**config.mk**
```make
export PLATFORM = sky130hd
export DESIGN_NAME = vbi_rec_fifo
export DESIGN_NICKNAME = d
export VERILOG_FILES = /design/src/rtl/vbi_rec_fifo.sv
export SDC_FILE = /design/constraint.sdc
export NUM_CORES = 2
export LEC_CHECK = 0
export BUFFER_PORTS_ARGS = -buffer_cell sky130_fd_sc_hd__buf_2
export CAP_MARGIN = 15
export CORE_MARGIN = 4
export CORE_UTILIZATION = 55
export DETAILED_ROUTE_END_ITERATION = 10
export PLACE_DENSITY = 0.71
export SKIP_LAST_GASP = 1
export SLEW_MARGIN = 20
export SYNTH_ARGS = -nofsm -noshare
export SYNTH_HDL_FRONTEND = slang
export SYNTH_SLANG_ARGS = --single-unit
```
**constraint.sdc**
```tcl
create_clock -name clk -period 4.8 [get_ports clk]
set_input_delay 0.48 -clock clk [delete_from_list [all_inputs] [get_ports clk]]
set_output_delay 0.48 -clock clk [all_outputs]
set_load 0.01 [all_outputs]
```
**src/rtl/vbi_rec_fifo.sv**
```systemverilog
module vbi_rec_fifo #(
  parameter int DEPTH = 512,
  parameter int DW = 8,
  parameter int THR_W = 8,
  parameter logic [THR_W-1:0] THR_RST = 8'h80
) (
  input  logic             clk,
  input  logic             rst_n,
  input  logic             rec_start,
  input  logic [$clog2(DEPTH):0] rec_len,
  input  logic             rec_bad,
  input  logic             rec_drop_bad,
  input  logic             wr_valid,
  input  logic [DW-1:0]    wr_byte,
  input  logic             rd_req,
  output logic [DW-1:0]    rd_data,
  input  logic             flush,
  input  logic             err_clr,
  input  logic             thr_we,
  input  logic [THR_W-1:0] thr_din,
  input  logic             irq_en,
  output logic             empty,
  output logic             full_err,
  output logic [$clog2(DEPTH)-1:0] word_cnt,
  output logic [THR_W-1:0] word_cnt_sat,
  output logic             irq
);
  localparam int AW  = $clog2(DEPTH);
  localparam int CW  = AW + 1;
  localparam int WCW = AW;

  logic [DW-1:0]    mem [DEPTH];
  logic [AW-1:0]    wptr, rptr;
  logic [CW-1:0]    cnt, left, free_b;
  logic [THR_W-1:0] thr;
  logic             open_rec, try_start, bad_drop, fits, admit, overflow, do_wr, do_rd;

  assign open_rec  = left != '0;
  assign free_b    = CW'(DEPTH) - cnt;
  assign try_start = rec_start && !open_rec && (rec_len != '0) && !flush;
  assign bad_drop  = rec_bad && rec_drop_bad;
  assign fits      = rec_len <= free_b;
  assign admit     = try_start && !bad_drop && fits;
  assign overflow  = try_start && !bad_drop && !fits;
  assign do_wr     = wr_valid && open_rec && !flush;
  assign do_rd     = rd_req && (cnt != '0) && !flush;

  always_ff @(posedge clk) begin
    if (do_wr) mem[wptr] <= wr_byte;
  end

  always_ff @(posedge clk) begin
    if (!rst_n) begin
      wptr    <= '0;
      rptr    <= '0;
      cnt     <= '0;
      left    <= '0;
      rd_data <= '0;
    end else if (flush) begin
      wptr <= '0;
      rptr <= '0;
      cnt  <= '0;
      left <= '0;
    end else begin
      if (do_wr) wptr <= wptr + AW'(1);
      if (do_rd) begin
        rptr    <= rptr + AW'(1);
        rd_data <= mem[rptr];
      end else if (rd_req) begin
        rd_data <= '0;
      end
      cnt <= cnt + CW'(do_wr) - CW'(do_rd);
      if (admit)      left <= rec_len;
      else if (do_wr) left <= left - CW'(1);
    end
  end

  always_ff @(posedge clk) begin
    if (!rst_n)        full_err <= 1'b0;
    else if (overflow) full_err <= 1'b1;
    else if (err_clr)  full_err <= 1'b0;
  end

  always_ff @(posedge clk) begin
    if (!rst_n)      thr <= THR_RST;
    else if (thr_we) thr <= thr_din;
  end

  assign empty        = cnt == '0;
  assign word_cnt     = cnt[CW-1:1];
  assign word_cnt_sat = (word_cnt > WCW'({THR_W{1'b1}})) ? {THR_W{1'b1}} : word_cnt[THR_W-1:0];
  assign irq          = irq_en && (word_cnt > WCW'(thr));
endmodule


```
* Word level (Yosys, flattened, before mapping)
Memory sizes are Yosys's and may differ from the RTL's. A register that Yosys moved wholly into a read port is not among the register bits. Index checks and enable logic that the tools add are counted.
Operators by class: $add $sub $neg 6, reductions and logical operators 25, muxes and demuxes 11, bitwise gates (word level) 2, order comparisons 3
Operator list (number):
- 10-bit nonzero test | 3
- 8-bit two-way mux | 3
- 10-bit two-way mux | 2
- 9-bit by 1-bit adder with 9-bit output, second input constant | 2
- 9-bit two-way mux | 2
- 1-bit logical AND | 12
- 10-bit by 1-bit adder with 10-bit output | 1
- 10-bit less-or-equal comparator | 1
- 10-bit zero test | 1
- 10-bit by 1-bit subtractor with 10-bit output | 1
- 10-bit by 1-bit subtractor with 10-bit output, second input constant | 1
- 10-bit subtractor, first input constant | 1
- 9-bit by 8-bit > comparator with 1-bit output | 1
- 9-bit by 8-bit > comparator with 1-bit output, second input constant | 1
- 2-bit nonzero test | 3
- 1-bit zero test | 4
- 1-bit two-way mux | 4
- 1-bit inverter | 2
- 2-bit AND reduction | 1
- 2-bit OR reduction | 1
Word-level totals: bits in registers 55, memories 1, bits in writable memories 4096, input bits 37
Memory list:
- mem | depth 512, width 8, read ports 1, clocked after memory_dff 1, wr ports 1, RTL line 32 | logic [DW-1:0] mem [DEPTH];

* Longest topological paths before layout
depth in word-level cells 8, depth in mapped cells 19, gate-level depth less buffers 19

* Worst setup path before layout
No wires, ideal clock.
path type register to register, from register left[2], to register cnt[8], path slack 1448 ps, cell stages (with the launch flop) 19, required time 4672 ps, path buffers 1, arrival time 3224 ps, clock period less this slack 3352 ps, cell sequence dfxtp_1 -> or3_1 -> buf_2 -> o41ai_4 -> nor2_1 -> inv_1 -> ha_1 -> inv_1 -> ha_1 -> inv_1 -> fa_1 -> o21bai_1 -> a21oi_1 -> o21bai_1 -> a21oi_1 -> o21bai_1 -> a21oi_1 -> xnor2_1 -> nor2_1
On the way: cells in the longest elaborated chain, start to end 5
Ends and longest elaborated chain:
- start: declaration | RTL line 34 | logic [CW-1:0] cnt, left, free_b;
- start signal: assignment | RTL line 73 | if (admit) left <= rec_len;
- start signal: assignment | RTL line 74 | else if (do_wr) left <= left - CW'(1);
- 10-bit nonzero test | RTL line 38 | assign open_rec = left != '0;
- 1-bit logical AND (2 in a row) | RTL line 45 | assign do_wr = wr_valid && open_rec && !flush;
- 10-bit by 1-bit adder with 10-bit output | RTL line 72 | cnt <= cnt + CW'(do_wr) - CW'(do_rd);
- 10-bit by 1-bit subtractor with 10-bit output | RTL line 72
- end signal: assignment | RTL line 72
- end: declaration | RTL line 34
No other way between the ends. A chain may end at the register's enable or synchronous reset.

==> run_results.csv <==
group,metric,value,unit
floorplanning,ios,65,
clock_tree,post_cts_resize_count,0,
synth,synth_most_common_cell,"edfxtp_1",
placement,gp_congestion,0.8633,
grt,grt_pass1_vias,81504,
final_layout,fill_cells,19182,
sta,slew_viol_final,0,
clock_tree,cts_sinks,4160,
clock_tree,cts_tree,"built",
sta,period_share,0.9244,
grt,grt_start_max_net_pins,159,
floorplanning,start_util,0.5544,
grt,antenna_found_initial,13,
sta,tightest_slew,1.185,ns
worst_setup_path,critical_path_class,"reg -> reg",
synth,synth_area_per_cell,20.95,um2
clock_tree,root_buffer,"clkbuf_16",
synth,synth-edff-count,4096,
grt,grt_pass1_wl,585.8,mm
power_and_ir_drop,p_sw,16.90,mW
power_and_ir_drop,internal_power,60.90,mW
clock_tree,cts_buffer_depth,4,
synth,synth_nets,7820,
placement,io_buffers,64,
power_and_ir_drop,p_per_area,428.3,mW/mm2
clock_tree,htreeDepth,5,
synth,synth_top_area_share,0.7596,
worst_setup_path,critPathMaxFanout,35,
synth,synth_seq_cells,4160,
floorplanning,core,0.2921,mm2
power_and_ir_drop,irDropWorstVdd,0.0003408,V
synth,async_reset_ff_frac,0,
sta,setup_tns,0,ns
final_layout,layout.nets,8135,
synth,synthCells,7731,
routing,dr.pass1.iters,6,
clock_tree,clkLatencyLatePin,0.92,ns
worst_setup_path,max_stage_delay,0.93,ns
floorplanning,die_area,0.3032,mm2
sta,hold_slack,0.09048,ns
flow_run,max_cap_violations,0,
final_layout,regArea,0.1243,mm2
power_and_ir_drop,comb_power_share,0.072,
grt,gr-total-overflow,0,
sta,finClkSkew,0.05411,ns
power_and_ir_drop,netSwitchingFraction,0.2172,
worst_hold_path,min_path_type,"in -> reg",
sta,grt_setup_unrepaired,"false",
worst_setup_path,cp.arrival,5.23,ns
placement,dp_hpwl,243.0,mm
synth,synth_ff_type,"edfxtp_1",
routing,antenna_left,0,
clock_tree,cts.clk_slew.worst_paths,0.07,ns
final_layout,area_growth,12.19,%
floorplanning,die_width,550.6,um
worst_setup_path,crit_required,5.59,ns
worst_setup_path,cp-start-kind,"flip-flop",
synth,synth.distinct_cells,73,
power_and_ir_drop,power_frac_clock,0.411,
routing,vias_per_cell,6.608,
power_and_ir_drop,pwr-share-seq,0.516,
routing,totalWireLength,403.1,mm
power_and_ir_drop,power.leakage,54.78,nW
grt,grt_usage,0.2666,
final_layout,drive_above_1_share,0.2341,
final_layout,multi_input_area,0.03505,mm2
worst_setup_path,critPathSlowestCell,"dfxtp_4",
routing,drcViolationCount,0,
worst_setup_path,cp-end-kind,"flip-flop",
sta,max_freq,225.4,MHz
synth,synth_area,0.1619,mm2
synth,yosysSeqAreaShare,0.7675,
floorplanning,dieHeight,550.6,um
routing,routedWlPerCell,32.80,um
synth,netlist_top_cells_count,"4096 x edfxtp_1, 954 x mux4_2, 611 x nor2_1",
routing,drt_iter0_drc,11332,
clock_tree,cts_made_buffers,405,
sta,period_minus_slack,4.437,ns
sta,relSlewSlack,0.2100,
synth,synth_area_leaders,"edfxtp_1 76%, mux4_2 13%, mux2i_1 1.7%",
worst_setup_path,path_cells,"buf_12 > buf_4 > buf_12 > mux4_2 > mux2i_1 > a22oi_1 > nand4_1 > a311oi_1 > nand4_1 > a2bb2oi_1 > o31ai_1",
run_status,status,"finished, final reports clean",
final_layout,final_core_util,0.6220,
routing,vias,81223,
sta,report.final.setup_viol,0,
synth,ys_warn_count,0,
synth,synth_top_area_cell,"edfxtp_1",
sta,hold_viol,0,
floorplanning,num_rows,198,
==> metrics by stage <==
| step | total power [mW] | instance area [um2] | instances | setup slack [ns] |
|---|---|---|---|---|
| 5_1_grt | 80.14 | 181600 | 12285 | 0.2588 |
| 3_5_place_dp | 46.52 | 167900 | 11498 | 0.3998 |
| 6_report | 77.80 | 181700 | 12292 | 0.3629 |
| 4_1_cts | 78.07 | 181600 | 12282 | 0.2841 |
| 3_3_place_gp | 46.43 | 167900 | 11498 | 0.4163 |
| 2_1_floorplan | 44.41 | 161900 | 7731 | 1.448 |
==> area by class of cell <==
type / count / area share
flip-flops and latches: 4160 / 0.6842
multi-input cells: 3049 / 0.1929
clock buffers: 490 / 0.05870
well taps: 3900 / 0.02686
repair buffers: 393 / 0.02160
clock inverters: 253 / 0.01479
inverters: 37 / 0.0007714
diodes: 10 / 0.0001377
==> cell usage in the layout (no fill, tap or decap), drive strengths merged, types with 35 or more instances in the layout <==
cell type,n
a211oi,54
a21oi,119
a221oi,54
a22o,48
a22oi,149
buf,352
bufinv,51
clkbuf,490
clkinv,175
dfxtp,64
dlygate4sd3,41
edfxtp,4096
ha,51
inv,46
mux2i,268
mux4,957
nand2,169
nand3,40
nand4,38
nor2,612
nor2b,39
nor3,35
o21ai,47
o22ai,76
==> logic make-up (layout without fill, tap and decap cells) <==
logic type                 Yosys count  after routing  synth area share
xor gates and xnor gates            39             39          0.002109
DFF                               4160           4160            0.7675
adders and majority gates           52             52          0.004064
other                                0             10                 0
buffers and inverters              522           1173           0.01741
and+or+nand+nor                   1029           1029           0.02743
muxes                             1246           1246            0.1512
AOI/OAI and AO/OA                  683            683           0.03032
==> worst max-delay path, delay by kind of cell, from the launching register on <==
family	cells	cell delay, ns
flops	1	0.93
buf+inv	3	0.87
mux	2	0.38
compound gates	4	1.39
simple gates	2	0.68
==> power by group through the flow <==
stage / Sequential, mW / Clock, mW / Combinational [mW]
CTS: 40.2 / 32.3 / 5.63
floorplan: 40.9 / 0 / 3.54
detailed placement: 41.0 / 0 / 5.56
global route: 40.2 / 33.9 / 6.05
finish: 40.2 / 32.0 / 5.63
global placement: 40.9 / 0 / 5.48
==> path summary, 6_finish.rpt <==
check	startpoint	end	slack, ns	depth (start not counted)
worst max-delay path	flip-flop	rd_data[1]	0.36	11
worst min-delay path	wr_byte[0]	mem[354][0]	0.09	1
worst max register to register	flip-flop	rd_data[1]	0.36	11
worst min register to register	rd_data[7]	rd_data[7]	0.56	3
==> per-layer routing <==
metal / GRT usage / wire length, um
met5: 0 / 66
met4: 0.08696 / 15110
met3: 0.05718 / 44130
met2: 0.4108 / 190400
met1: 0.3872 / 153400
==> registers in the layout, summed over array words and instances, names as in the netlist, named ones only <==
name / cells
mem: 4096
cnt: 10
left: 10
rptr: 9
wptr: 9
rd_data: 8
thr: 8
full_err: 1
==> timing repair <==
item | 4_1_cts | 5_1_grt
hold endpoints to repair | 23 | 0
endpoints found under the setup margin | 0 | 0
setup buffers | 0 | 0
hold buffers | 41 | 0
Power figures use the tool's default switching activity.
